## src/rtl/oflt_pkg.sv

```systemverilog
package oflt_pkg;

  typedef enum logic [1:0] {
    FMT_TWOS  = 2'd0,
    FMT_UNS   = 2'd1,
    FMT_INVOB = 2'd2
  } fmt_e;

  function automatic fmt_e pick_fmt(input logic tco, input logic uns_io,
                                    input logic [2:0] rnd);
    if (tco)                       return FMT_TWOS;
    else if (uns_io && rnd != '0)  return FMT_UNS;
    else                           return FMT_INVOB;
  endfunction

endpackage

```

## src/rtl/oflt_width_dec.sv

```systemverilog
module oflt_width_dec #(
  parameter int OUT_W    = 16,
  parameter int NARROW_W = 8,
  parameter int DROP_W   = 4
) (
  input  logic [2:0]        rnd,
  input  logic              narrow,
  output logic [DROP_W-1:0] drop,
  output logic [OUT_W-1:0]  mask
);
  localparam int NARROW_DROP = OUT_W - NARROW_W;
  localparam logic [2:0] NARROW_CODE = 3'd4;

  always_comb begin
    if (rnd == NARROW_CODE && narrow) drop = DROP_W'(NARROW_DROP);
    else                              drop = DROP_W'(rnd);
  end

  for (genvar gi = 0; gi < OUT_W; gi++) begin : g_mask
    assign mask[gi] = (DROP_W'(gi) >= drop);
  end
endmodule

```

## src/rtl/oflt_round.sv

```systemverilog
module oflt_round #(
  parameter int ACC_W  = 22,
  parameter int FRAC   = 4,
  parameter int DROP_W = 4,
  localparam int RV_W  = ACC_W - FRAC + 1
) (
  input  logic signed [ACC_W-1:0] res,
  input  logic                    half_gain,
  input  logic [DROP_W-1:0]       drop,
  output logic signed [RV_W-1:0]  rval
);
  localparam int SH_W = $clog2(ACC_W + 1) + 1;

  logic signed [ACC_W-1:0] scaled;
  logic signed [ACC_W:0]   ext;
  logic signed [ACC_W:0]   bump;
  logic signed [ACC_W:0]   sum;
  logic signed [ACC_W:0]   shr;
  logic signed [RV_W-1:0]  coarse;
  logic [SH_W-1:0]         cut;

  always_comb begin
    scaled = half_gain ? (res >>> 1) : res;
    ext    = {scaled[ACC_W-1], scaled};
    cut    = SH_W'(FRAC) + SH_W'(drop);
    bump   = (ACC_W+1)'(1) <<< (cut - SH_W'(1));
    sum    = ext + bump;
    shr    = sum >>> cut;
    coarse = shr[RV_W-1:0];
    rval   = coarse <<< drop;
  end
endmodule

```

## src/rtl/oflt_limit.sv

```systemverilog
module oflt_limit #(
  parameter int          RV_W     = 19,
  parameter int          OUT_W    = 16,
  parameter logic [15:0] LIM_FULL = 16'h7FF0,
  parameter logic [15:0] LIM_HALF = 16'h3FF8
) (
  input  logic signed [RV_W-1:0]  rval,
  input  logic                    half_gain,
  output logic signed [OUT_W-1:0] lim
);
  logic signed [RV_W-1:0] hi;
  logic signed [RV_W-1:0] lo;

  always_comb begin
    hi = half_gain ? $signed({{(RV_W-16){1'b0}}, LIM_HALF})
                   : $signed({{(RV_W-16){1'b0}}, LIM_FULL});
    lo = -hi;
    if (rval > hi)      lim = hi[OUT_W-1:0];
    else if (rval < lo) lim = lo[OUT_W-1:0];
    else                lim = rval[OUT_W-1:0];
  end
endmodule

```

## src/rtl/oflt_format.sv

```systemverilog
module oflt_format #(
  parameter int OUT_W = 16
) (
  input  logic signed [OUT_W-1:0] lim,
  input  oflt_pkg::fmt_e          fmt,
  input  logic                    half_gain,
  input  logic [OUT_W-1:0]        mask,
  output logic [OUT_W-1:0]        word
);
  import oflt_pkg::*;

  localparam logic [OUT_W-1:0] OFF_FULL = OUT_W'(1) << (OUT_W - 1);
  localparam logic [OUT_W-1:0] OFF_HALF = OUT_W'(1) << (OUT_W - 2);

  logic [OUT_W-1:0] ubin;
  logic [OUT_W-1:0] pre;

  always_comb begin
    ubin = lim + (half_gain ? OFF_HALF : OFF_FULL);
    unique case (fmt)
      FMT_TWOS: pre = lim;
      FMT_UNS:  pre = ubin;
      default:  pre = ~ubin;
    endcase
    word = pre & mask;
  end
endmodule

```

## src/rtl/oflt_top.sv

```systemverilog
module oflt_top #(
  parameter int          IN_W     = 12,
  parameter int          OUT_W    = 16,
  parameter int          FRAC     = 4,
  parameter int          HEAD     = 2,
  parameter int          NARROW_W = 8,
  parameter logic [15:0] LIM_FULL = 16'h7FF0,
  parameter logic [15:0] LIM_HALF = 16'h3FF8,
  localparam int         ACC_W    = OUT_W + FRAC + HEAD
) (
  input  logic             clk,
  input  logic             rst_n,
  input  logic             ld_en,
  input  logic [ACC_W-1:0] res,
  input  logic [2:0]       rnd,
  input  logic             narrow,
  input  logic             uns_io,
  input  logic             tco,
  input  logic             half_gain,
  input  logic             oe_n,
  input  logic [IN_W-1:0]  din,
  output logic [IN_W-1:0]  din_tc,
  output logic [OUT_W-1:0] dout,
  output logic [OUT_W-1:0] drv_en
);
  import oflt_pkg::*;

  localparam int DROP_W = $clog2(OUT_W) + 1;
  localparam int RV_W   = ACC_W - FRAC + 1;

  logic                    rs_meta, rs_q;
  logic [DROP_W-1:0]       drop;
  logic [OUT_W-1:0]        mask_d, mask_q;
  logic signed [RV_W-1:0]  rval;
  logic signed [OUT_W-1:0] lim;
  logic [OUT_W-1:0]        word_d, dout_q;
  fmt_e                    fmt;
  logic                    in_uns;

  // reset: asserted at once, released through two flops
  always_ff @(posedge clk or negedge rst_n) begin
    if (!rst_n) begin
      rs_meta <= 1'b0;
      rs_q    <= 1'b0;
    end else begin
      rs_meta <= 1'b1;
      rs_q    <= rs_meta;
    end
  end

  // input word conversion to two's complement
  always_comb begin
    in_uns = uns_io && (rnd != '0);
    din_tc = din;
    if (in_uns) din_tc[IN_W-1] = ~din[IN_W-1];
  end

  assign fmt = pick_fmt(tco, uns_io, rnd);

  oflt_width_dec #(.OUT_W(OUT_W), .NARROW_W(NARROW_W), .DROP_W(DROP_W)) u_wdec (
    .rnd(rnd), .narrow(narrow), .drop(drop), .mask(mask_d)
  );

  oflt_round #(.ACC_W(ACC_W), .FRAC(FRAC), .DROP_W(DROP_W)) u_round (
    .res($signed(res)), .half_gain(half_gain), .drop(drop), .rval(rval)
  );

  oflt_limit #(.RV_W(RV_W), .OUT_W(OUT_W), .LIM_FULL(LIM_FULL),
               .LIM_HALF(LIM_HALF)) u_limit (
    .rval(rval), .half_gain(half_gain), .lim(lim)
  );

  oflt_format #(.OUT_W(OUT_W)) u_fmt (
    .lim(lim), .fmt(fmt), .half_gain(half_gain), .mask(mask_d), .word(word_d)
  );

  // output register with explicit load enable
  logic [OUT_W-1:0] dout_n, mask_n;
  always_comb begin
    dout_n = dout_q;
    mask_n = mask_q;
    if (ld_en) begin
      dout_n = word_d;
      mask_n = mask_d;
    end
  end

  always_ff @(posedge clk or negedge rs_q) begin
    if (!rs_q) begin
      dout_q <= '0;
      mask_q <= '0;
    end else begin
      dout_q <= dout_n;
      mask_q <= mask_n;
    end
  end

  assign dout   = dout_q;
  assign drv_en = oe_n ? '0 : mask_q;

  AST_MASK_CONTIG: assert property (@(posedge clk) disable iff (!rs_q)
    $onehot0(~mask_q + OUT_W'(1)));
  AST_RELEASED_ZERO: assert property (@(posedge clk) disable iff (!rs_q)
    (dout_q & ~mask_q) == '0);
  AST_LIMIT_RANGE: assert property (@(posedge clk) disable iff (!rs_q)
    (!half_gain) |-> ($signed(lim) <= $signed({1'b0, LIM_FULL[14:0]}) &&
                      $signed(lim) >= -$signed({1'b0, LIM_FULL[14:0]})));
  AST_HALF_SIGN: assert property (@(posedge clk) disable iff (!rs_q)
    half_gain |-> (lim[OUT_W-1] == lim[OUT_W-2]));
  AST_OE_DISABLE: assert property (@(posedge clk) disable iff (!rs_q)
    oe_n |-> (drv_en == '0));
  AST_HOLD_IDLE: assert property (@(posedge clk) disable iff (!rs_q)
    !ld_en |=> ($stable(dout_q) && $stable(mask_q)));
endmodule

```

## config.mk

```make
export PLATFORM = sky130hd
export DESIGN_NAME = oflt_top
export DESIGN_NICKNAME = d
export VERILOG_FILES = /design/src/rtl/oflt_pkg.sv /design/src/rtl/oflt_width_dec.sv /design/src/rtl/oflt_round.sv /design/src/rtl/oflt_limit.sv /design/src/rtl/oflt_format.sv /design/src/rtl/oflt_top.sv
export SDC_FILE = /design/constraint.sdc
export NUM_CORES = 1
export LEC_CHECK = 0
export ABC_AREA = 0
export BUFFER_PORTS_ARGS = -buffer_cell sky130_fd_sc_hd__buf_2
export CORE_MARGIN = 2
export CORE_UTILIZATION = 53
export CTS_CLUSTER_SIZE = 14
export DETAILED_ROUTE_END_ITERATION = 10
export PLACE_DENSITY = 0.76
export SLEW_MARGIN = 10
export SYNTH_ARGS = -nofsm -noshare
export SYNTH_HDL_FRONTEND = slang
export SYNTH_HIERARCHICAL = 1
export SYNTH_SLANG_ARGS = --single-unit
export TNS_END_PERCENT = 30
```

## constraint.sdc

```tcl
create_clock -name clk -period 2.3 [get_ports clk]
set_clock_uncertainty 0.2 [all_clocks]
set_input_delay 0.115 -clock clk [delete_from_list [all_inputs] [get_ports clk]]
set_output_delay 0.115 -clock clk [all_outputs]
set_load 0.01 [all_outputs]
```

# Word level (Yosys, flattened, before mapping)

Cells that the tools add are included.

Register bits: 34
Bits of input ports: 45
Output and inout bits: 44

Add/subtract/negate cells: 5
Magnitude comparators: 18
Equality and inequality tests: 2
Shift-type cells: 3
Mux-type cells: 11
Bitwise operators: 3
Reduce and logical (&&, ||, !) cells: 4

Operators with widths:

| cell                    | number |
|---|---|
| $mux W16                | 4 |
| $ge A4 B4 Y1 const A    | 8 |
| $pmux W16 S2            | 1 |
| $add A22 B23 Y23        | 1 |
| $sshl A2 B6 Y23 const A | 1 |
| $sshr A23 B6 Y19        | 1 |
| $mux W21                | 1 |
| $gt A19 B19 Y1          | 1 |
| $lt A19 B19 Y1          | 1 |
| $neg A19 Y19            | 1 |
| $sshl A19 B4 Y19        | 1 |
| $add A16 B16 Y16        | 1 |
| $and A16 B16 Y16        | 1 |
| $ge A3 B4 Y1 const A    | 4 |
| $not A16 Y16            | 1 |
| $mux W15                | 1 |
| $ge A1 B4 Y1 const A    | 2 |
| $ge A2 B4 Y1 const A    | 2 |
| $sub A6 B1 Y6 const B   | 1 |
| $add A3 B4 Y5 const A   | 1 |
| $mux W2                 | 2 |
| $mux W4                 | 1 |
| $eq A3 B3 Y1 const B    | 1 |
| $reduce_bool A3 Y1      | 1 |
| 5 further kinds         | 6 |

# Longest topological paths before layout

Depth in word-level cells: 16
Gate-level depth with buffers: 38
Gate-level depth less buffers: 34

# By module

Netlist, hierarchy kept.

Modules (own cells, without submodules):

| module         | times used | cells an instance | area each (µm²) | sequential area each (µm²) |
|---|---|---|---|---|
| oflt_round     | 1          | 734               | 4873.4          | 0.0 |
| oflt_top       | 1          | 103               | 1631.6          | 850.8 |
| oflt_limit     | 1          | 45                | 370.4           | 0.0 |
| oflt_format    | 1          | 40                | 324.1           | 0.0 |
| oflt_width_dec | 1          | 26                | 173.9           | 0.0 |

# Worst setup path after synthesis

No wires, ideal clock.

Kind: input to register
Start point: input port rnd[1]
End point: register dout_q[14] (netlist: dout[14])
Library setup time: 125 ps
Arrival time: 7964 ps
Slack: -5989 ps
Stages: 36
Buffers on the path: 6
Cells stage by stage: buf_6 -> nor2_1 -> a21oi_1 -> clkbuf_1 -> clkbuf_1 -> clkbuf_1 -> clkbuf_1 -> nand2_1 -> nand3_1 -> nor2_1 -> a21oi_1 -> nor2_1 -> ha_1 -> buf_6 -> a21oi_4 -> o21ai_2 -> a211o_1 -> a32o_1 -> or4_1 -> o32a_1 -> a211oi_2 -> a311oi_2 -> a22o_1 -> nand2_1 -> nand4_1 -> a22o_1 -> ha_1 -> nand3b_1 -> or4_4 -> a22oi_1 -> mux2i_1 -> mux2i_1 -> ha_1 -> mux2_1 -> o211a_1 -> mux2_4

Longest elaborated chain between the ends: 16
Elaborated cells between the ends (all ways): 24
Those cells by class: 4 x add/sub; 3 x order compare; 2 x eq/ne; 3 x shift; 6 x mux; 2 x bitwise; 4 x reduce/logical

RTL lines:

| item                  | line                 | RTL |
|---|---|---|
| from (decl)           | oflt_top.sv:15       | `input logic [2:0] rnd,` |
| $eq A3 B3 Y1 *        | oflt_width_dec.sv:15 | `if (rnd == NARROW_CODE && narrow) drop = DROP_W'(NARROW_DROP);` |
| $logic_and A1 B1 Y1 * | oflt_width_dec.sv:15 |  |
| $mux W4 *             | oflt_width_dec.sv:15 |  |
| net drop[2]           | oflt_top.sv:32       | `logic [DROP_W-1:0] drop;` |
| $add A3 B4 Y5         | oflt_round.sv:25     | `cut = SH_W'(FRAC) + SH_W'(drop);` |
| $sub A6 B1 Y6         | oflt_round.sv:26     | `bump = (ACC_W+1)'(1) <<< (cut - SH_W'(1));` |
| $sshl A2 B6 Y23       | oflt_round.sv:26     |  |
| $add A22 B23 Y23      | oflt_round.sv:27     | `sum = ext + bump;` |
| [... 2 more ...]      | n/a                  |  |
| net rval[14]          | oflt_top.sv:34       | `logic signed [RV_W-1:0] rval;` |
| [... 1 more ...]      | n/a                  |  |
| $mux W16              | oflt_limit.sv:19     | `else if (rval < lo) lim = lo[OUT_W-1:0];` |
| $mux W16 *            | oflt_limit.sv:18     | `if (rval > hi) lim = hi[OUT_W-1:0];` |
| net lim[14]           | oflt_top.sv:35       | `logic signed [OUT_W-1:0] lim;` |
| $add A16 B16 Y16      | oflt_format.sv:19    | `ubin = lim + (half_gain ? OFF_HALF : OFF_FULL);` |
| $not A16 Y16          | oflt_format.sv:23    | `default: pre = ~ubin;` |
| $pmux W16 S2 *        | oflt_format.sv:20    | `unique case (fmt)` |
| $and A16 B16 Y16 *    | oflt_format.sv:25    | `word = pre & mask;` |
| net word_d[14]        | oflt_top.sv:36       | `logic [OUT_W-1:0] word_d, dout_q;` |
| to (signal assigned)  | oflt_top.sv:93       | `dout_q <= dout_n;` |
| to (decl)             | oflt_top.sv:36       |  |

The timed path passes the listed nets; every way through them passes the cells marked *.
A chain may end at the register's enable or synchronous reset.

# Worst setup path in the final report

Start point: input port rnd[1]
End point: register dout_q[15] (netlist: dout[15])

Longest elaborated chain between the ends: 16
Elaborated cells between the ends (all ways): 24
Those cells by class: 4 x add/sub; 3 x order compare; 2 x eq/ne; 3 x shift; 6 x mux; 2 x bitwise; 4 x reduce/logical

RTL lines:

| item                  | line |
|---|---|
| $eq A3 B3 Y1 *        | oflt_width_dec.sv:15 |
| $logic_and A1 B1 Y1 * | oflt_width_dec.sv:15 |
| $mux W4 *             | oflt_width_dec.sv:15 |
| net drop[2]           | oflt_top.sv:32 |
| $add A3 B4 Y5         | oflt_round.sv:25 |
| $sub A6 B1 Y6         | oflt_round.sv:26 |
| $sshl A2 B6 Y23       | oflt_round.sv:26 |
| $add A22 B23 Y23      | oflt_round.sv:27 |
| [... 2 more ...]      | n/a |
| net rval[14]          | oflt_top.sv:34 |
| [... 1 more ...]      | n/a |
| $mux W16              | oflt_limit.sv:19 |
| $mux W16 *            | oflt_limit.sv:18 |
| net lim[14]           | oflt_top.sv:35 |
| $add A16 B16 Y16 *    | oflt_format.sv:19 |
| $not A16 Y16          | oflt_format.sv:23 |
| $pmux W16 S2 *        | oflt_format.sv:20 |
| $and A16 B16 Y16 *    | oflt_format.sv:25 |
| net word_d[15]        | oflt_top.sv:36 |

Marks and branches as above.

==> impl_metrics.toml <==
[power]
sw_frac_of_total_pct = 43.3
power.leakage_nw = 5.14
internal-power_mw = 2.69
p_per_area_mw_per_mm2 = 430
comb_power_share_pct = 66.8
p_seq_share_pct = 16.2
finalPower_mw = 4.74
switchingPower_mw = 2.05
clkPwrFrac_pct = 17.0
ir_worst_vdd_mv = 0.427

[clock_tree]
clkSlewWorstSetupHoldPaths_ns = 0.06
cts-buffers-inserted = 5
clockBufferDepth = 2
clkLatencyLatePin_ns = 0.29
h-tree-depth = 2
cts_sinks = 34
cts-root-buf = "clkbuf_16"
cts_tree = "built"

[critical_path]
required_ns = 2.33
critPathMostFrequentCell = "mux2i_1"
critPathMaxStageDelay_ns = 0.58
startpoint_type = "input port"
crit_fanout = 4
crit_type = "in -> reg"
cp_data_arrival_time_ns = 7.82
cp_slowest_cell = "or4_4"
crit_path_end_kind = "flop"

[sta]
post-route-period-util_pct = 339
layout_setup_ws_ns = -5.49
rsz0062_at_grt = "yes"
final-setup-viol-count = 16
worst_pin_slew_ns = 0.714
drv_slew = 0
period_needed_ns = 7.79
max_freq_mhz = 128
hold_violations = 0
relSlewSlack_pct = 52.1

[yosys]
synth_edf_count = 0
ys_ff_latch = 34
synth_flop_cell = "dfrtp_1"
async_reset_ff_share_pct = 100
synth_area_per_cell_um2 = 7.78
postSynthCellCount = 948
ys_seq_area_share_pct = 11.5
ys_warn_count = 6
netlist_area_mm2 = 0.00737
yosysUniqueCellTypes = 107

[global_route]
grt_pass1_wl_um = 54600
grt_overflow = 0
grt_util_all_layers_pct = 47.0
grt_max_degree = 42
grt_pass1_vias = 9865
antenna_found_initial = 5

[placed_design]
globalplace.congestion = 1.07
placedCellCount = 1439
portBuffers = 66
place_hpwl_um = 24400
pre_cts_ws_ns = -5.58
placed_cell_area_mm2 = 0.0100

[routing]
wirelength_um = 36500
via_per_inst = 6.89
first_pass_iters = 7
drt_iter0_drc = 1661
vias = 10200
drc_errors = 0
wl_met3_um = 4460
met1_length_um = 12900
highest_layer = "met5"
postRouteAntennaNets = 0
wl_per_cell_um = 24.5
route.met2.wl_um = 16000

[layout]
postLayoutCellArea_mm2 = 0.0110
fin_nets = 1378
drive_gt1_share_pct = 48.8
layoutNonFillerInstCount = 1487
final_cell_mix = "buf_4 (334), nor2_1 (87), nand2_1 (84)"
final_common_cell = "buf_4"
area_growth_pct = 49.5

[floorplan]
start_util_pct = 53.7
die_h_um = 122
std_cell_rows = 43
die_x_um = 122
core_mm2 = 0.0137
dieArea_mm2 = 0.0149
io_pins = 89

[outcome]
violations = "setup timing"
status = "finished, violations left"

[flow_run]
drv_cap = 0

[hold_path]
hp-class = "in -> out"
-- synth_stat cells, types with 13 or more instances --
master / count / area (µm²)
nand4_1: 13 / 81.3
a211o_1: 13 / 114
clkbuf_1: 26 / 97.6
buf_4: 23 / 173
a21oi_1: 53 / 265
nand2_1: 90 / 338
ha_1: 28 / 350
mux2_2: 27 / 304
mux2_4: 30 / 450
mux2i_1: 21 / 210
o211ai_1: 17 / 128
a211oi_1: 15 / 113
xor2_1: 22 / 193
and2_1: 26 / 163
nor2_1: 98 / 368
dfrtp_1: 34 / 851
nand3_1: 17 / 85.1
o21ai_0: 33 / 165
inv_1: 18 / 67.6
nor3_1: 26 / 130
-- metrics by stage --
step | TNS [ns] | hold WS (ns) | utilization (%)
6_report | -85.04 | 0.0300 | 80.4
5_1_grt | -90.60 | 0.0300 | 80.3
4_1_cts | -77.06 | 0.0301 | 78.7
3_5_place_dp | -86.78 | -0.295 | 73.0
3_3_place_gp | -83.94 | -0.301 | 73.0
2_1_floorplan | -73.61 | -0.381 | -
-- path summary, 6_finish.rpt --
| kind | from | end | slack, ns | cells past startpoint |
|---|---|---|---|---|
| worst max-delay path | rnd[1] | dout[15]$_DFFE_PN0P_ | -5.49 | 35 |
| worst min-delay path | din[2] | din_tc[2] | 0.03 | 0 |
| worst max register to register | mask_q[4]$_DFFE_PN0P_ | mask_q[4]$_DFFE_PN0P_ | 1.15 | 1 |
| worst min register to register | rs_q$_DFF_PN0_ | dout[9]$_DFFE_PN0P_ | 0.07 | 1 |
| max in group asynchronous | rst_n | rs_q$_DFF_PN0_ | 1.27 | 3 |
| min in group asynchronous | rs_q$_DFF_PN0_ | dout[9]$_DFFE_PN0P_ | 0.07 | 1 |
-- flip-flops by register name (all words and copies together) (netlist names) --
signal,cells
rs_q,1
rs_meta,1
dout,16
mask_q,16
-- metal layers --
metal / vias to the layer above / global-route usage (%)
met4: 6 / 32.0
met2: 925 / 75.1
li1: 4296 / -
met3: 310 / 12.2
met1: 4708 / 54.9
met5: - / 1.74
-- logic make-up (layout without fill, tap and decap cells) --
kind of cell,Yosys count,count (layout),share of synthesized area (%)
mux,83,83,14.3
compound gates,314,314,32.3
buf+inv,96,446,7.69
flops,34,34,11.5
fa+ha+maj,29,29,5.02
xor+xnor,34,34,4.14
other cells,3,12,0.153
simple gates,355,355,24.8
-- final cells by class --
cell class              instances  area (µm²)
inverters                      23         100
clock inverters                 3        45.0
well taps                     180         225
clock buffers                   5         125
multi-input cells             825        6620
diodes                          2        5.00
fillers                       821        2700
flip-flops and latches         34         851
repair buffers                415        3050
-- worst max-delay path, delay by kind of cell --
kind            cells  cell delay, ns
xor+xnor            1            0.18
simple gates        6            2.11
fa+ha+maj           4            1.11
compound gates     14            2.40
buf+inv             5            0.77
mux                 5            1.13
-- power by group through the flow --
stage	combinational [mW]	clock, mW	sequential (mW)
detailed placement	2.67	0	0.752
finish	3.17	0.806	0.767
global route	3.31	0.830	0.779
global placement	2.60	0	0.744
floorplan	1.55	0	0.774
CTS	2.88	0.790	0.746
-- timing repair --
item                                   4_1_cts  5_1_grt
pin swaps                                   33       28
cloned                                       0        0
gates resized for setup                     78       36
hold buffers                                 2        0
buffers inserted                            27        9
setup endpoints to repair                   16       16
endpoints found under the hold margin        2        0
(Power assumes the default switching activity.)
